### src/rtl/hp_pkg.sv
package hp_pkg;
    localparam int SLOTS   = 32;
    localparam int SLOT_W  = $clog2(SLOTS);
    localparam int ADDR_W  = 5;
    localparam int GPE_W   = 16;
    localparam int HP_BIT  = 1;

    localparam logic [ADDR_W-1:0] A_STS_LO = 5'h00;
    localparam logic [ADDR_W-1:0] A_STS_HI = 5'h01;
    localparam logic [ADDR_W-1:0] A_EN_LO  = 5'h02;
    localparam logic [ADDR_W-1:0] A_EN_HI  = 5'h03;
    localparam logic [ADDR_W-1:0] A_INS    = 5'h08;
    localparam logic [ADDR_W-1:0] A_REM    = 5'h0C;
    localparam logic [ADDR_W-1:0] A_EJECT  = 5'h10;
    localparam logic [ADDR_W-1:0] A_RMV    = 5'h14;

    typedef enum logic [1:0] {
        EV_COLD   = 2'b00,
        EV_INSERT = 2'b01,
        EV_REMOVE = 2'b10,
        EV_RSVD   = 2'b11
    } ev_kind_e;

    typedef struct packed {
        logic              valid;
        ev_kind_e          kind;
        logic [SLOT_W-1:0] slot;
    } hp_evt_t;

    // Index of the lowest set bit; 0 when no bit is set.
    function automatic logic [SLOT_W-1:0] lowest_set(input logic [SLOTS-1:0] v);
        logic [SLOT_W-1:0] idx;
        idx = '0;
        for (int i = SLOTS - 1; i >= 0; i--) begin
            if (v[i]) idx = SLOT_W'(i);
        end
        return idx;
    endfunction
endpackage

### src/rtl/hp_gpe_regs.sv
module hp_gpe_regs
    import hp_pkg::*;
(
    input  logic              clk,
    input  logic              rst,
    input  logic              wr,
    input  logic [ADDR_W-1:0] addr,
    input  logic [7:0]        wbyte,
    input  logic              set_hp,
    output logic [GPE_W-1:0]  sts,
    output logic [GPE_W-1:0]  en
);
    logic [GPE_W-1:0] sts_n;
    logic [GPE_W-1:0] en_n;

    always_comb begin
        sts_n = sts;
        en_n  = en;
        if (wr) begin
            case (addr)
                A_STS_LO: sts_n[7:0]  = sts[7:0]  & ~wbyte;
                A_STS_HI: sts_n[15:8] = sts[15:8] & ~wbyte;
                A_EN_LO:  en_n[7:0]   = wbyte;
                A_EN_HI:  en_n[15:8]  = wbyte;
                default: ;
            endcase
        end
        // A new event overrides a same-cycle clear.
        if (set_hp) sts_n[HP_BIT] = 1'b1;
    end

    always_ff @(posedge clk) begin
        if (rst) begin
            sts <= '0;
            en  <= '0;
        end else begin
            sts <= sts_n;
            en  <= en_n;
        end
    end
endmodule

### src/rtl/hp_slot_regs.sv
module hp_slot_regs
    import hp_pkg::*;
(
    input  logic              clk,
    input  logic              rst,
    input  logic              wr,
    input  logic [ADDR_W-1:0] addr,
    input  logic [SLOTS-1:0]  wdata,
    input  hp_evt_t           evt,
    output logic [SLOTS-1:0]  ins,
    output logic [SLOTS-1:0]  rem
);
    logic [SLOTS-1:0] ins_n;
    logic [SLOTS-1:0] rem_n;

    always_comb begin
        ins_n = ins;
        rem_n = rem;
        if (wr && addr == A_INS) ins_n = wdata;
        if (wr && addr == A_REM) rem_n = wdata;
        if (evt.valid) begin
            case (evt.kind)
                EV_INSERT: begin
                    ins_n = '0;
                    rem_n = '0;
                    ins_n[evt.slot] = 1'b1;
                end
                EV_REMOVE: begin
                    ins_n = '0;
                    rem_n = '0;
                    rem_n[evt.slot] = 1'b1;
                end
                default: ;
            endcase
        end
    end

    always_ff @(posedge clk) begin
        if (rst) begin
            ins <= '0;
            rem <= '0;
        end else begin
            ins <= ins_n;
            rem <= rem_n;
        end
    end
endmodule

### src/rtl/hp_eject.sv
module hp_eject
    import hp_pkg::*;
(
    input  logic              clk,
    input  logic              rst,
    input  logic              wr,
    input  logic [ADDR_W-1:0] addr,
    input  logic [SLOTS-1:0]  wdata,
    output logic              pulse,
    output logic [SLOT_W-1:0] slot
);
    logic req;
    assign req = wr && (addr == A_EJECT) && (|wdata);

    always_ff @(posedge clk) begin
        if (rst) begin
            pulse <= 1'b0;
            slot  <= '0;
        end else begin
            pulse <= req;
            if (req) slot <= lowest_set(wdata);
        end
    end
endmodule

### src/rtl/hp_event_ctrl.sv
module hp_event_ctrl
    import hp_pkg::*;
(
    input  logic              clk,
    input  logic              rst,
    input  logic              evt_valid,
    input  logic [1:0]        evt_kind,
    input  logic [SLOT_W-1:0] evt_slot,
    input  logic [SLOTS-1:0]  fixed_mask,
    input  logic              io_wr,
    input  logic [ADDR_W-1:0] io_addr,
    input  logic [SLOTS-1:0]  io_wdata,
    output logic [SLOTS-1:0]  io_rdata,
    output logic              gpe_pending,
    output logic              eject_pulse,
    output logic [SLOT_W-1:0] eject_slot
);
    hp_evt_t          evt;
    logic             hot;
    logic [GPE_W-1:0] gpe_sts;
    logic [GPE_W-1:0] gpe_en;
    logic [SLOTS-1:0] ins_q;
    logic [SLOTS-1:0] rem_q;

    assign evt.valid = evt_valid;
    assign evt.kind  = ev_kind_e'(evt_kind);
    assign evt.slot  = evt_slot;
    assign hot = evt.valid && (evt.kind == EV_INSERT || evt.kind == EV_REMOVE);

    hp_gpe_regs u_gpe (
        .clk    (clk),
        .rst    (rst),
        .wr     (io_wr),
        .addr   (io_addr),
        .wbyte  (io_wdata[7:0]),
        .set_hp (hot),
        .sts    (gpe_sts),
        .en     (gpe_en)
    );

    hp_slot_regs u_slots (
        .clk   (clk),
        .rst   (rst),
        .wr    (io_wr),
        .addr  (io_addr),
        .wdata (io_wdata),
        .evt   (evt),
        .ins   (ins_q),
        .rem   (rem_q)
    );

    hp_eject u_eject (
        .clk   (clk),
        .rst   (rst),
        .wr    (io_wr),
        .addr  (io_addr),
        .wdata (io_wdata),
        .pulse (eject_pulse),
        .slot  (eject_slot)
    );

    assign gpe_pending = gpe_sts[HP_BIT] & gpe_en[HP_BIT];

    always_comb begin
        io_rdata = '0;
        case (io_addr)
            A_STS_LO: io_rdata[7:0] = gpe_sts[7:0];
            A_STS_HI: io_rdata[7:0] = gpe_sts[15:8];
            A_EN_LO:  io_rdata[7:0] = gpe_en[7:0];
            A_EN_HI:  io_rdata[7:0] = gpe_en[15:8];
            A_INS:    io_rdata = ins_q;
            A_REM:    io_rdata = rem_q;
            A_RMV:    io_rdata = ~fixed_mask;
            default:  io_rdata = '0;
        endcase
    end
endmodule

### config.mk
export PLATFORM = sky130hd
export DESIGN_NAME = hp_event_ctrl
export DESIGN_NICKNAME = d
export VERILOG_FILES = /design/src/rtl/hp_pkg.sv /design/src/rtl/hp_gpe_regs.sv /design/src/rtl/hp_slot_regs.sv /design/src/rtl/hp_eject.sv /design/src/rtl/hp_event_ctrl.sv
export SDC_FILE = /design/constraint.sdc
export NUM_CORES = 1
export LEC_CHECK = 0
export ABC_AREA = 1
export ABC_CLOCK_PERIOD_IN_PS = 5100
export BUFFER_PORTS_ARGS = -buffer_cell sky130_fd_sc_hd__buf_2
export CORE_ASPECT_RATIO = 0.6
export CORE_MARGIN = 1
export CORE_UTILIZATION = 40
export CTS_CLUSTER_SIZE = 12
export DETAILED_ROUTE_END_ITERATION = 7
export GPL_TIMING_DRIVEN = 0
export SKIP_LAST_GASP = 1
export SYNTH_ARGS = -nofsm -noshare
export SYNTH_HDL_FRONTEND = slang
export SYNTH_SLANG_ARGS = --single-unit
### constraint.sdc
create_clock -name clk -period 5.1 [get_ports clk]
set_clock_uncertainty 0.1 [all_clocks]
set_input_delay 0.255 -clock clk [delete_from_list [all_inputs] [get_ports clk]]
set_output_delay 0.255 -clock clk [all_outputs]
set_load 0.05 [all_outputs]
After elaboration in Yosys (flattened, before gate mapping)
Index checks and enable logic that the tools add are counted.
{ "word_totals": {"register_bits": 102, "output_inout_bits": 39} }
{ "classes": {"n_lt_le_gt_ge": 2, "eq_ne": 9, "muxes": 45, "bitwise": 5, "n_reduce_logical": 16} }
{ "ops": {"columns": ["op", "count"], "rows": [
  ["$mux 5", 32],
  ["$mux 32", 4],
  ["$pmux 32 s2", 2],
  ["$pmux 24 s3", 1],
  ["$pmux 8 s7", 1],
  ["$not 32->32", 1],
  ["$reduce_or 32->1", 1],
  ["$and 8x8->8", 2],
  ["$eq 5x2->1 const B", 2],
  ["$eq 5x4->1 const B", 2],
  ["$eq 5x5->1 const B", 2],
  ["$reduce_and 2->1", 5],
  ["$not 8->8", 1],
  ["$logic_and 1x1->1", 6],
  ["$lt 5x6->1 const B", 1],
  ["$demux 1 s5", 1],
  ["$eq 5x1->1 const B", 1],
  ["$ge 5x1->1 const B", 1],
  ["$logic_not 5->1", 1],
  ["$mux 2", 2],
  ["$reduce_bool 2->1", 2],
  ["$eq 2x1->1 const B", 1],
  ["$eq 2x2->1 const B", 1],
  ["$mux 1", 2],
  ["2 further kinds", 2]
]} }

Depth between registers and ports, before layout
{ "logic_depth": {"depth_word": 32, "depth_mapped": 33} }

By module
Synthesis repeated with hierarchy kept, for this count alone.
{ "hier_totals": {"hier_cells": 1230, "area_unflattened_um2": 7216.9} }
{ "modules_own_cells": {"columns": ["mod", "instances", "cells_each", "area_each_um2"], "rows": [
  ["hp_slot_regs", 1, 698, 3931.3],
  ["hp_event_ctrl", 1, 240, 1453.9],
  ["hp_gpe_regs", 1, 159, 1187.4],
  ["hp_eject", 1, 133, 644.4]
]} }

Worst setup path before layout
Ideal clock, no wire load.
{ "synth_path": {"kind": "input port to output port", "startpoint": "input io_addr[1]", "endpoint": "output io_rdata[11]", "t_arrival_ns": 1.922, "slack_ns": 2.823, "stages": 7, "path_buffers": 2, "cell_sequence": "nor2_1 -> inv_1 -> nor4_1 -> inv_1 -> clkbuf_1 -> clkbuf_1 -> o211ai_1"} }
{ "synth_between": {"elab_chain_len": 2} }
{ "synth_rtl": {"columns": ["item", "line", "source"], "rows": [
  ["from (decl)", "hp_event_ctrl.sv:11", "input logic [ADDR_W-1:0] io_addr,"],
  ["$eq 5x5->1 or $eq 5x4->1 (tied branches)", "hp_event_ctrl.sv:66", "case (io_addr)"],
  ["$pmux 24 s3 *", "hp_event_ctrl.sv:66", null],
  ["to (decl)", "hp_event_ctrl.sv:13", "output logic [SLOTS-1:0] io_rdata,"]
]} }
Every way passes the cells marked *; elsewhere a longest branch is shown, timed or not.

Worst setup path after layout
{ "layout_path": {"startpoint": "input io_addr[1]", "endpoint": "output io_rdata[23]"} }
Same word-level chain as after synthesis.

==> flow_summary_export.csv <==
group,metric,value,unit
clock_tree,cts_sinks,102,
synth,yosysSeqAreaShare,0.356,
setup_path,worstPathRequired,4.74,ns
synth,synth_cell_types,27,
floorplan,die_area,0.0148,mm^2
synth,syn_area,0.00573,mm^2
route,vias,6642,
grt,grt_pass1_vias,5893,
timing,layout_min_cycle_time,3.15,ns
synth,postSynthAreaPerCell,6.44,um^2
clock_tree,cts_tree,"done",
floorplan,rows,33,
pwr,seqPwrFrac,0.464,
clock_tree,cts_hold_buf,0,
pwr,p_sw,0.569,mW
route,ant_nets,0,
clock_tree,post_cts_resized,0,
timing,setup_viol,0,
route,routedWlPerCell,17.6,um
floorplan,start_util,0.415,
route,drc,0,
setup_path,start_kind,"primary input",
placed_design,io_buffers,116,
synth,synth-xor-area-share,0,
pwr,powerDensity,271,mW/mm^2
route,dr.first_iter.drc_count,772,
synth,ys.flop_type,"dfxtp_1",
cells_and_area,final_cells,1215,
timing,grt_setup_unrepaired,"no",
synth,synthAdderAreaFrac,0.00436,
grt,grt_max_degree,19,
grt,grt_first_pass_wirelength,33.0,mm
grt,grt_usage,0.299,
setup_path,worstPathMaxFanout,10,
synth,synth_cells,891,
grt,antenna_found_initial,0,
run,maxCapViolations,0,
floorplan,core,0.0138,mm^2
grt,grt-ovfl-total,0,
pwr,intPower,1.28,mW
pwr,p_clk_frac,0.374,
synth,synth_simple_gate_area_share,0.246,
pwr,sw_frac_of_total,0.307,
placed_design,placedCellCount,1199,
cells_and_area,nFillCells,1486,
floorplan,fp.dieW,157,um
route,first_pass_iters,5,
floorplan,die_h,94.7,um
synth,synth_compound_area_frac,0.275,
timing,slew_headroom,0.170,
min_path,hp-class,"primary input to flop",
floorplan,io_pins,119,
synth,synth_seq_cells,102,
timing,worst_slew_pin_slew,1.23,ns
synth,async_flop_share,0,
cells_and_area,nNetsFinal,1100,
timing,tns,0,ns
clock_tree,cts_max_path_buffers,2,
clock_tree,path_clk_slew,0.07,ns
synth,synth_edf_count,0,
pwr,combPwrFrac,0.162,
placed_design,hpwl,16.4,mm
timing,slew_viol_final,0,
synth,synth_top_family_by_area,"compound AO/OA/AOI/OAI gates",
synth,synth.area.mux_share,0,
timing,fin_crit_sh,0.617,
cells_and_area,syn_to_final_growth,19.4,%
timing,final_hold_viol_count,0,
setup_path,arrival,2.79,ns
placed_design,gp_congestion,0.901,
clock_tree,post_cts_buffers,0,
cells_and_area,final_layout_size_suffix_gt1_frac,0.137,
clock_tree,cts-root-buf,"clkbuf_16",
clock_tree,htreeDepth,3,
synth,synthesis.nets,973,
setup_path,critPathCaptureType,"output port",
outcome,status,"complete, no violations",
route,via_per_inst,5.47,
pwr,ir_drop,123,uV
clock_tree,numCtsBuffers,9,
cells_and_area,diodes,0,
synth,synth_warnings,0,
timing,fmax,0.318,GHz
pwr,total_leakage_power,3.03,nW
clock_tree,insertion_delay,0.36,ns
route,wl,21.4,mm
setup_path,critical_path_class,"primary input to output port",
[flip-flops by register name, summed over array words and instances (netlist names)]
signal         flops
u_slots.ins       32
u_slots.rem       32
u_gpe.en          16
u_gpe.sts         16
u_eject.slot       5
u_eject.pulse      1
[worst max-delay path: stages]
cell and delay [ns]:
buf_2 0.11, nor2_1 0.18, nand3_1 0.12, nor2_1 0.42
clkbuf_1 0.54, buf_1 0.60, nand2_1 0.13, o211ai_1 0.11
buf_2 0.29
[power by group through the flow]
stage	sequential [mW]	combinational, mW	clock [mW]
2_1_floorplan	0.873	0.182	0
5_1_grt	0.864	0.332	0.729
3_3_place_gp	0.878	0.290	0
6_report	0.860	0.300	0.694
4_1_cts	0.859	0.293	0.698
3_5_place_dp	0.877	0.291	0
[cells in the mapped netlist (2+ instances only)]
library cell	n	area, um^2
inv_2	4	15.0
ha_1	2	25.0
nand3_1	65	325
clkinv_1	2	7.51
nor2_1	61	229
a221oi_1	9	78.8
buf_1	3	11.3
o21ai_1	4	20.0
o2111ai_1	5	43.8
clkbuf_1	57	214
nand2_1	182	683
o31ai_1	2	15.0
a21oi_1	61	305
dfxtp_1	102	2040
o211ai_1	25	188
bufinv_8	2	35.0
o21ai_0	124	621
nand4_1	3	18.8
a31oi_1	16	100
a211oi_1	24	180
nor4_1	2	12.5
inv_1	106	398
nor3_1	26	130
[kinds of logic (layout without fill, tap and decap cells)]
kind of cell,Yosys count,count (layout)
DFF,102,102
and+or+nand+nor,340,340
buffers and inverters,174,306
adders and majority gates,2,2
AOI/OAI and AO/OA,273,273
[cells in the final DEF (no fill, tap or decap), drive strengths merged]
cell type  instances
a221oi             9
clkinvlp           2
buf              119
o31ai              2
o2111ai            5
inv              113
nor3              27
a211oi            24
nor2              61
nand4              3
o21ai            128
nand2            182
a311oi             1
bufinv             2
a31oi             16
clkinv             3
nor4               2
nand3             65
o211ai            25
dfxtp            102
a21oi             62
clkbuf            67
o41ai              1
ha                 2
[area by class of cell]
cell class	instances	area [um^2]	area share
multi-input combinational	615	3010	0.440
sequential	102	2040	0.298
timing repair buffer	116	581	0.0848
inverter	114	455	0.0665
tap	192	240	0.0351
clock buffer	10	239	0.0349
buffer	60	225	0.0329
clock inverter	6	52.6	0.00768
[routing by layer]
metal | share of wire | up-vias | global-route usage
met2 | 0.37 | 331 | 0.392
met1 | 0.52 | 3037 | 0.475
met4 | 0.011 | 0 | 0.0686
met3 | 0.11 | 21 | 0.0652
li1 | - | 3253 | -
met5 | 0 | - | 0
[stage by stage]
step	hold slack [ns]	setup slack [ns]	utilization	cell area, um^2	total power [mW]
after floorplan	0.319	2.82	-	5730	1.05
after global placement	0.336	1.99	0.474	6560	1.17
after detailed placement	0.337	2.00	0.474	6560	1.17
after CTS	0.107	2.00	0.495	6850	1.85
after global routing	0.111	1.77	0.495	6850	1.93
final	0.113	1.95	0.495	6850	1.85
[worst paths after layout]
kind	startpoint	to	slack (ns)	depth (start not counted)
worst max-delay path	io_addr[1]	io_rdata[23]	1.95	9
worst min-delay path	io_wdata[4]	u_gpe.en[4]	0.11	3
worst max register to register	u_slots.ins[27]	u_slots.ins[27]	4.16	4
worst min register to register	u_eject.slot[4]	u_eject.slot[4]	0.35	2
Power figures use the tool's default switching activity.
